**src/rtl/tuner_pkg.sv**
```systemverilog
package tuner_pkg;

    // Fixed layout of the tuner control word
    localparam int WORD_W  = 24;
    localparam int COUNT_W = 20;

    typedef enum logic [1:0] {
        STEP_100K = 2'd0,
        STEP_50K  = 2'd1,
        STEP_25K  = 2'd2
    } step_sel_e;

    typedef struct packed {
        logic               fm_mode;
        logic               spare;
        step_sel_e          step;
        logic [COUNT_W-1:0] count;
    } ctrl_word_t;

    typedef enum logic [1:0] {
        LD_IDLE,
        LD_DIV,
        LD_SEND
    } loader_state_e;

    typedef enum logic [1:0] {
        PH_SETUP,
        PH_HIGH,
        PH_HOLD
    } ser_phase_e;

    // Cycles per serial phase, never below one
    function automatic int phase_cycles(input longint clk_hz, input longint phase_ns);
        longint c;
        c = (clk_hz * phase_ns) / 64'd1_000_000_000;
        return (c < 1) ? 1 : int'(c);
    endfunction

    // Merge the fixed control fields with the count; no masking of the count
    function automatic logic [WORD_W-1:0] build_word(input logic [WORD_W-1:0] count_ext);
        ctrl_word_t w;
        w.fm_mode = 1'b1;
        w.spare   = 1'b0;
        w.step    = STEP_25K;
        w.count   = '0;
        return w | count_ext;
    endfunction

endpackage

```
**src/rtl/tuner_const_divider.sv**
```systemverilog
module tuner_const_divider #(
    parameter int N_W     = 25,
    parameter int DIVISOR = 400
) (
    input  logic           clk,
    input  logic           rst,
    input  logic           go,
    input  logic [N_W-1:0] dividend,
    output logic [N_W-1:0] quotient,
    output logic           finished
);

    localparam int R_W   = $clog2(DIVISOR + 1);
    localparam int CNT_W = $clog2(N_W + 1);
    localparam logic [R_W:0] DIV_V = (R_W + 1)'(DIVISOR);

    logic             running;
    logic [CNT_W-1:0] steps_left;
    logic [R_W-1:0]   rem_q;
    logic [N_W-1:0]   quo_q;
    logic [R_W:0]     trial;
    logic             fits;

    assign trial    = {rem_q, quo_q[N_W-1]};
    assign fits     = (trial >= DIV_V);
    assign quotient = quo_q;

    always_ff @(posedge clk) begin
        if (rst) begin
            running    <= 1'b0;
            steps_left <= '0;
            rem_q      <= '0;
            quo_q      <= '0;
            finished   <= 1'b0;
        end else begin
            finished <= 1'b0;
            if (go) begin
                running    <= 1'b1;
                steps_left <= CNT_W'(N_W);
                rem_q      <= '0;
                quo_q      <= dividend;
            end else if (running) begin
                rem_q      <= fits ? R_W'(trial - DIV_V) : trial[R_W-1:0];
                quo_q      <= {quo_q[N_W-2:0], fits};
                steps_left <= steps_left - 1'b1;
                if (steps_left == CNT_W'(1)) begin
                    running  <= 1'b0;
                    finished <= 1'b1;
                end
            end
        end
    end

endmodule

```
**src/rtl/tuner_bit_shifter.sv**
```systemverilog
module tuner_bit_shifter
    import tuner_pkg::*;
#(
    parameter int WORD_LEN  = 24,
    parameter int PHASE_CYC = 100
) (
    input  logic                clk,
    input  logic                rst,
    input  logic                go,
    input  logic [WORD_LEN-1:0] word,
    output logic                ser_data,
    output logic                ser_clk,
    output logic                ser_en,
    output logic                last
);

    localparam int TMR_W = (PHASE_CYC > 1) ? $clog2(PHASE_CYC) : 1;
    localparam int IDX_W = $clog2(WORD_LEN);

    logic                active;
    ser_phase_e          phase;
    logic [TMR_W-1:0]    tmr;
    logic [IDX_W-1:0]    idx;
    logic [WORD_LEN-1:0] shreg;
    logic                phase_end;
    logic                final_bit;

    assign phase_end = active && (tmr == TMR_W'(PHASE_CYC - 1));
    assign final_bit = (idx == IDX_W'(WORD_LEN - 1));
    assign last      = phase_end && (phase == PH_HOLD) && final_bit;

    always_ff @(posedge clk) begin
        if (rst) begin
            active   <= 1'b0;
            phase    <= PH_SETUP;
            tmr      <= '0;
            idx      <= '0;
            shreg    <= '0;
            ser_data <= 1'b0;
            ser_clk  <= 1'b0;
            ser_en   <= 1'b0;
        end else if (go) begin
            active   <= 1'b1;
            phase    <= PH_SETUP;
            tmr      <= '0;
            idx      <= '0;
            shreg    <= word;
            ser_data <= word[0];
            ser_clk  <= 1'b0;
            ser_en   <= 1'b1;
        end else if (active) begin
            if (!phase_end) begin
                tmr <= tmr + 1'b1;
            end else begin
                tmr <= '0;
                case (phase)
                    PH_SETUP: begin
                        phase   <= PH_HIGH;
                        ser_clk <= 1'b1;
                    end
                    PH_HIGH: begin
                        phase   <= PH_HOLD;
                        ser_clk <= 1'b0;
                    end
                    default: begin
                        phase <= PH_SETUP;
                        if (final_bit) begin
                            active   <= 1'b0;
                            ser_en   <= 1'b0;
                            ser_data <= 1'b0;
                        end else begin
                            idx      <= idx + 1'b1;
                            shreg    <= shreg >> 1;
                            ser_data <= shreg[1];
                        end
                    end
                endcase
            end
        end
    end

endmodule

```
**src/rtl/tuner_word_loader.sv**
```systemverilog
module tuner_word_loader
    import tuner_pkg::*;
#(
    parameter int CLK_HZ    = 50_000_000,
    parameter int PHASE_NS  = 2000,
    parameter int FREQ_W    = 24,
    parameter int IF_OFFSET = 171200,
    parameter int STEP_DIV  = 400
) (
    input  logic              clk,
    input  logic              rst,
    input  logic              start,
    input  logic [FREQ_W-1:0] freq,
    output logic              busy,
    output logic              done,
    output logic              ser_data,
    output logic              ser_clk,
    output logic              ser_en
);

    localparam int PHASE_CYC = phase_cycles(longint'(CLK_HZ), longint'(PHASE_NS));
    localparam int SUM_W     = FREQ_W + 1;

    loader_state_e     state, nxt;
    logic [SUM_W-1:0]  sum;
    logic [SUM_W-1:0]  div_quot;
    logic              div_fin;
    logic              div_go;
    logic              ser_go;
    logic              ser_last;
    logic [WORD_W-1:0] ctrl_word;

    assign sum       = SUM_W'(freq) + SUM_W'(IF_OFFSET);
    assign div_go    = (state == LD_IDLE) && start;
    assign ser_go    = (state == LD_DIV) && div_fin;
    assign ctrl_word = build_word(WORD_W'(div_quot));

    always_comb begin
        nxt = state;
        case (state)
            LD_IDLE: if (start)    nxt = LD_DIV;
            LD_DIV:  if (div_fin)  nxt = LD_SEND;
            LD_SEND: if (ser_last) nxt = LD_IDLE;
            default:               nxt = LD_IDLE;
        endcase
    end

    always_ff @(posedge clk) begin
        if (rst) begin
            state <= LD_IDLE;
            busy  <= 1'b0;
            done  <= 1'b0;
        end else begin
            state <= nxt;
            busy  <= (nxt != LD_IDLE);
            done  <= (state == LD_SEND) && ser_last;
        end
    end

    tuner_const_divider #(
        .N_W     (SUM_W),
        .DIVISOR (STEP_DIV)
    ) u_div (
        .clk      (clk),
        .rst      (rst),
        .go       (div_go),
        .dividend (sum),
        .quotient (div_quot),
        .finished (div_fin)
    );

    tuner_bit_shifter #(
        .WORD_LEN  (WORD_W),
        .PHASE_CYC (PHASE_CYC)
    ) u_shift (
        .clk      (clk),
        .rst      (rst),
        .go       (ser_go),
        .word     (ctrl_word),
        .ser_data (ser_data),
        .ser_clk  (ser_clk),
        .ser_en   (ser_en),
        .last     (ser_last)
    );

endmodule

```
**config.mk**
```make
export PLATFORM = sky130hd
export DESIGN_NAME = tuner_word_loader
export DESIGN_NICKNAME = d
export VERILOG_FILES = /design/src/rtl/tuner_pkg.sv /design/src/rtl/tuner_const_divider.sv /design/src/rtl/tuner_bit_shifter.sv /design/src/rtl/tuner_word_loader.sv
export SDC_FILE = /design/constraint.sdc
export NUM_CORES = 1
export LEC_CHECK = 0
export ABC_AREA = 1
export BUFFER_PORTS_ARGS = -buffer_cell sky130_fd_sc_hd__buf_2
export CAP_MARGIN = 20
export CORE_ASPECT_RATIO = 0.5
export CORE_UTILIZATION = 45
export DETAILED_ROUTE_END_ITERATION = 8
export SLEW_MARGIN = 20
export SYNTH_ARGS = -nofsm -noshare
export SYNTH_HDL_FRONTEND = slang
export SYNTH_SLANG_ARGS = --single-unit
```
**constraint.sdc**
```tcl
create_clock -name clk -period 1.5 [get_ports clk]
set_input_delay 0.375 -clock clk [delete_from_list [all_inputs] [get_ports clk]]
set_output_delay 0.375 -clock clk [all_outputs]
set_load 0.005 [all_outputs]
```
==> out/qor.txt, run 1 <==
Max-Cap Viols: 0
Hold depth: 3
Crit Reg-Reg Endpoint: u_shift.shreg[14]$_SDFFE_PP0P_
Post-synth ARST share: 0
Primary FF master, synth: dfxtp_1
Drt first pass iters: 4
Number of global-route vias before repair: 3,914
Placed cell count: 845
First-pass GRT wire length: 18.20 mm
Nets@finish: 763
Worst hold endpoint: u_div.quotient[0]$_SDFFE_PP0P_
P per Cell Area: 954.2 nW/um^2
R2R depth: 11
Final worst setup slack: -25.99 ps
Failing checks: negative setup slack
Syn nets: 680
Syn-to-layout area delta: 29.57%
Non-filler instance count after layout: 864
Peak supply drop: 671.9 uV
RR Startpoint: u_shift.tmr[0]$_SDFFE_PP0P_
Total core area: 9069 sq um
Die Y: 71.69 um
Final Critical Period: 1526 ps
Mapped Avg Cell Area: 6.765 sq um
CTS tree: done
Initial DRC count: 215
CP max FO: 11
Synth cell types: 41
Row cnt: 24
Number of synthesized flops with an enable pin: 0
RSZ-0062 raised after global routing: yes
CTS buffer count: 9
Fraction of layout cells with a size suffix above 1: 0.2302
Die area: 10,130 sq um
Critical Path AT: 1740 ps
DRC: 0
Leakage: 2.338 nW
Final period util: 1.017
Power Total: 5.403 mW
Initial antenna violation count: 0
Slew headroom: 0.7929
PortBufs: 31
FF+latch count, synth: 86
YS warnings: 0
Total gr overflow: 0
Hpwl dp: 7.723 mm
Htree depth: 3
Hold path start: freq[0]
Netlist Area Pre-Place: 4370 sq um
DR WL/cell: 12.56 um
GRT Total Usage: 0.2255
Antenna diode count: 0
Antenna Violating Nets Remaining: 0
Routability Congestion: 0.8818
Cells after synthesis: 646
Data required, critical path: 1720 ps
CP Launch Type: register
CTS Root Cell: clkbuf_16
Worst-path clk slew: 70 ps
Initial Util: 0.4819
Pin count of the biggest net entering global routing: 35
Fmax: 655.3 MHz
Final hold violation count: 0
Worst-Skew Late Latency: 340 ps
CP Class: reg -> reg
Total number of vias: 4,304
Slew @ Worst Pin: 310.3 ps
Clock Sinks: 86
Drt via density: 4.981
Reg2Reg Setup Slack: -30 ps
Final Max Slew Viols: 0
Drt total wl: 10.85 mm
I/O pin count: 32
Status: finished, violations left
Worst hold path class: in -> reg
Critical path endpoint category: register
Max clock buf depth: 2
Setup violations, final: 9
DIE WIDTH: 141.4 um
Worst Clk Skew: 6.956 ps
Sequential-to-total area share from yosys stat: 0.3939
==> area by class of cell <==
class	instances	area (sq um)
fillers	881	3406
repair buffers	97	788.3
inverters	69	261.5
flip-flops and latches	86	1729
well taps	130	162.7
clock inverters	7	72.57
multi-input cells	466	2424
clock buffers	9	225.2
==> report_power, final <==
| part | switching [mW] | internal (mW) | total, mW |
|---|---|---|---|
| clock | 0.936 | 1.29 | 2.23 |
| combinational | 0.431 | 0.296 | 0.727 |
| sequential | 0.0674 | 2.38 | 2.45 |
==> cells in the mapped netlist (all sizes together) (3+ instances only) <==
library cell / instances / area share
nand2: 174 / 0.15
dfxtp: 86 / 0.39
inv: 68 / 0.059
o21ai: 62 / 0.071
nor2: 61 / 0.055
nand3: 58 / 0.068
a21oi: 55 / 0.069
clkbuf: 14 / 0.012
buf: 12 / 0.017
a31oi: 11 / 0.016
xor2: 8 / 0.016
ha: 7 / 0.020
nor3: 6 / 0.011
nand4: 4 / 0.0057
or2: 4 / 0.0057
nand3b: 3 / 0.0052
==> worst max-delay path by stage <==
stage	to	slack, ps	startpoint	cells after the start
after detailed placement	u_div.quotient[14]$_SDFFE_PP0P_	-140	freq[6]	10
after CTS	u_shift.shreg[4]$_SDFFE_PP0P_	-40	u_shift.tmr[0]$_SDFFE_PP0P_	11
after floorplan	u_shift.shreg[11]$_SDFFE_PP0P_	-40	u_shift.tmr[0]$_SDFFE_PP0P_	11
after global placement	u_div.quotient[16]$_SDFFE_PP0P_	-100	freq[6]	10
final	u_shift.shreg[14]$_SDFFE_PP0P_	-30	u_shift.tmr[0]$_SDFFE_PP0P_	11
after global routing	u_shift.shreg[2]$_SDFFE_PP0P_	-120	u_shift.tmr[0]$_SDFFE_PP0P_	11
==> routing by layer <==
metal,share of wire,GRT usage,up-vias
met2,0.41,0.3416,79
met4,0.0049,0.03226,0
met3,0.044,0.06150,6
met5,0,0,-
met1,0.54,0.3260,1943
li1,-,-,2276
==> registers in the layout, summed over array words and instances (netlist names) <==
| signal | flops |
|---|---|
| busy | 1 |
| done | 1 |
| state | 2 |
| u_div.finished | 1 |
| u_div.quotient | 25 |
| u_div.rem_q | 9 |
| u_div.running | 1 |
| u_div.steps_left | 5 |
| u_shift.active | 1 |
| u_shift.idx | 5 |
| u_shift.phase | 2 |
| u_shift.ser_clk | 1 |
| u_shift.ser_data | 1 |
| u_shift.ser_en | 1 |
| u_shift.shreg | 23 |
| u_shift.tmr | 7 |
==> critical path, cell delays in order (launching register included) <==
cell and delay (ps):
dfxtp_2 350, ha_4 140, nand2_4 50, nor3_4 130
nand2_2 100, nor2_4 140, inv_4 70, nand2_8 100
buf_12 140, nand3_2 60, o21ai_1 70, nor2_1 50
==> cell usage in the layout (no fill, tap or decap), types with 3 or more instances in the layout <==
cell and n:
a21oi_1 46, a21oi_2 9, a31oi_1 11, buf_12 9, buf_2 31, buf_4 54
clkbuf_16 10, dfxtp_1 80, dfxtp_2 6, ha_1 3, ha_4 3, inv_1 62
inv_2 5, nand2_1 169, nand2_2 3, nand3_1 48, nand3_2 8, nand3b_1 3
nand4_1 4, nor2_1 56, nor2_2 3, nor3_1 4, o21ai_0 47, o21ai_1 10
o21ai_2 5, xor2_1 8
==> metrics by stage <==
step / setup TNS [ps] / setup WS (ps) / cell area, sq um / util / hold WS [ps]
finish: -107.1 / -25.99 / 5663 / 0.6244 / 274.5
global route: -2181 / -117.7 / 5663 / 0.6244 / 283.6
CTS: -342.7 / -35.54 / 5480 / 0.6043 / 270.4
detailed placement: -1289 / -137.1 / 5157 / 0.5687 / 443.7
global placement: -578.6 / -97.73 / 5157 / 0.5687 / 451.6
floorplan: -323.5 / -38.39 / 4375 / - / 427.7
==> repair_timing <==
item / in CTS / in global routing
endpoints found under the setup margin: 28 / 41
setup buffers: 1 / 1
cloned: 0 / 2
pin swaps: 0 / 5
gates resized for setup: 5 / 47
hold buffers: 0 / 0
==> cell families after synthesis <==
logic type / Yosys count / synth area share
compound gates: 134 / 0.1672
buf+inv: 95 / 0.08932
fa+ha+maj: 7 / 0.02004
flops: 86 / 0.3939
simple gates: 315 / 0.3115
xor+xnor: 9 / 0.01804
No activity file was read; power rests on OpenSTA's default activity.
==> run 2, diff against run 1 <==
--- a/config.mk
+++ b/config.mk
@@ -10,6 +10,7 @@
 export CAP_MARGIN = 20
 export CORE_ASPECT_RATIO = 0.5
 export CORE_UTILIZATION = 45
+export CTS_BUF_LIST = sky130_fd_sc_hd__clkbuf_8
 export DETAILED_ROUTE_END_ITERATION = 8
 export SLEW_MARGIN = 20
 export SYNTH_ARGS = -nofsm -noshare
==> out/qor.txt, run 2 (same netlist as run 1, synthesis figures left out) <==
Total number of vias: 4,346
Antenna diode count: 0
DIE WIDTH: 141.4 um
Failing checks: negative setup slack
Drt first pass iters: 5
Initial DRC count: 185
Final Critical Period: 1557 ps
Crit Reg-Reg Endpoint: u_shift.shreg[15]$_SDFFE_PP0P_
Fraction of layout cells with a size suffix above 1: 0.2364
Power Total: 4.820 mW
CP Launch Type: register
Routability Congestion: 0.8818
Row cnt: 24
Max clock buf depth: 2
DR WL/cell: 12.56 um
Hold path start: freq[0]
Setup violations, final: 19
R2R depth: 11
Die Y: 71.69 um
Slew headroom: 0.7806
CP max FO: 11
RR Startpoint: u_shift.tmr[0]$_SDFFE_PP0P_
Die area: 10,130 sq um
Cells along the critical path: ha_4 > nand2_4 > nor3_4 > nand2_2 > nor2_4 > inv_4 > nand2_8 > buf_12 > nand3_2 > o21ai_1 > nor2_1
Reg2Reg Setup Slack: -60 ps
Levels on crit path: 11
Critical Path AT: 1810 ps
Critical path endpoint category: register
Initial Util: 0.4819
Slew @ Worst Pin: 328.7 ps
Most common cell after layout, fill and taps aside: nand2_1
Hpwl dp: 7.723 mm
Total core area: 9069 sq um
Worst path max stage delay: 360 ps
CP Class: reg -> reg
Antenna Violating Nets Remaining: 0
Fill cells: 877
Total gr overflow: 0
Drt via density: 5.018
Worst-Skew Late Latency: 370 ps
Hold depth: 3
PortBufs: 31
FF+latch area: 1729 sq um
CTS Root Cell: clkbuf_8
Pin count of the biggest net entering global routing: 35
Final hold violation count: 0
Initial antenna violation count: 0
Status: finished, violations left
I/O pin count: 32
RSZ-0062 raised after global routing: yes
Buffers & Inverters on Critical Path: 2
GRT Total Usage: 0.2304
Pre-CTS setup slack: -137.1 ps
Most frequent cells in the layout: nand2_1 (170), dfxtp_1 (80), inv_1 (62)
Number of global-route vias before repair: 3,925
CTS buffer count: 9
Htree depth: 3
P per Cell Area: 858.8 nW/um^2
DRC: 0
Largest register FFs: 25
Final period util: 1.038
Syn-to-layout area delta: 28.43%
Worst hold endpoint: u_div.quotient[0]$_SDFFE_PP0P_
Multi-input logic area: 2444 sq um
CP delay by family, top: simple AND/OR/NAND/NOR gates
Clock Sinks: 86
Peak supply drop: 448.2 uV
Data required, critical path: 1750 ps
Drt total wl: 10.88 mm
CTS tree: done
Final Max Slew Viols: 0
Leakage: 2.306 nW
Worst Clk Skew: 15.41 ps
First-pass GRT wire length: 18.51 mm
Max-Cap Viols: 0
Final worst setup slack: -56.73 ps
Slowest CP cell: dfxtp_2
Nets@finish: 765
Worst-path clk slew: 100 ps
Fmax: 642.4 MHz
Worst hold path class: in -> reg
[run 2: worst max-delay path by stage]
stage	start	endpoint	slack, ps
3_3_place_gp	freq[6]	u_div.quotient[16]$_SDFFE_PP0P_	-100
3_5_place_dp	freq[6]	u_div.quotient[14]$_SDFFE_PP0P_	-140
2_1_floorplan	u_shift.tmr[0]$_SDFFE_PP0P_	u_shift.shreg[11]$_SDFFE_PP0P_	-40
6_report	u_shift.tmr[0]$_SDFFE_PP0P_	u_shift.shreg[15]$_SDFFE_PP0P_	-60
5_1_grt	u_shift.tmr[0]$_SDFFE_PP0P_	u_shift.shreg[17]$_SDFFE_PP0P_	-150
4_1_cts	u_shift.tmr[0]$_SDFFE_PP0P_	u_shift.shreg[4]$_SDFFE_PP0P_	-40
[run 2: where the power goes]
group	internal, mW	switching (mW)	leakage [nW]
Combinational	0.298	0.428	1.51
Sequential	2.38	0.0671	0.703
Clock	0.772	0.877	0.0956
Total	3.45	1.37	2.31
[run 2: stage by stage]
stage / utilization / instance area, sq um / cells / hold slack, ps / setup TNS (ps)
finish: 0.6189 / 5613 / 866 / 248.5 / -581.6
global route: 0.6189 / 5613 / 866 / 247.0 / -2952
CTS: 0.5964 / 5409 / 863 / 236.3 / -486.4
detailed placement: 0.5687 / 5157 / 845 / 443.7 / -1289
global placement: 0.5687 / 5157 / 845 / 451.6 / -578.6
floorplan: - / 4375 / 646 / 427.7 / -323.5
[run 2: final cells by class]
| class | instances | area share |
|---|---|---|
| clock inverters | 7 | 0.01293 |
| inverters | 69 | 0.04704 |
| well taps | 130 | 0.02898 |
| multi-input cells | 466 | 0.4354 |
| flip-flops and latches | 86 | 0.3081 |
| repair buffers | 99 | 0.1456 |
| clock buffers | 9 | 0.02207 |
[run 2: layer usage]
layer	share of wire	vias up	track usage
li1	-	2282	-
met1	0.55	1965	0.3349
met4	0.0067	0	0.03943
met2	0.40	86	0.3482
met3	0.048	13	0.05749
met5	0	-	0
[run 2: worst register-to-register path: cells and delay by family (launching register included)]
| kind | cells | cell delay (ps) |
|---|---|---|
| adder cells (fa/ha/maj) | 1 | 140 |
| buffers and inverters | 2 | 210 |
| AND/OR/NAND/NOR | 7 | 650 |
| flip-flops | 1 | 360 |
| AO/OA/AOI/OAI | 1 | 70 |
[run 2: timing repair]
action	CTS	global route
cloned	1	2
hold buffers	0	0
pin swaps	2	7
setup buffers	1	1
gates resized for setup	13	47
setup endpoints to repair	29	49
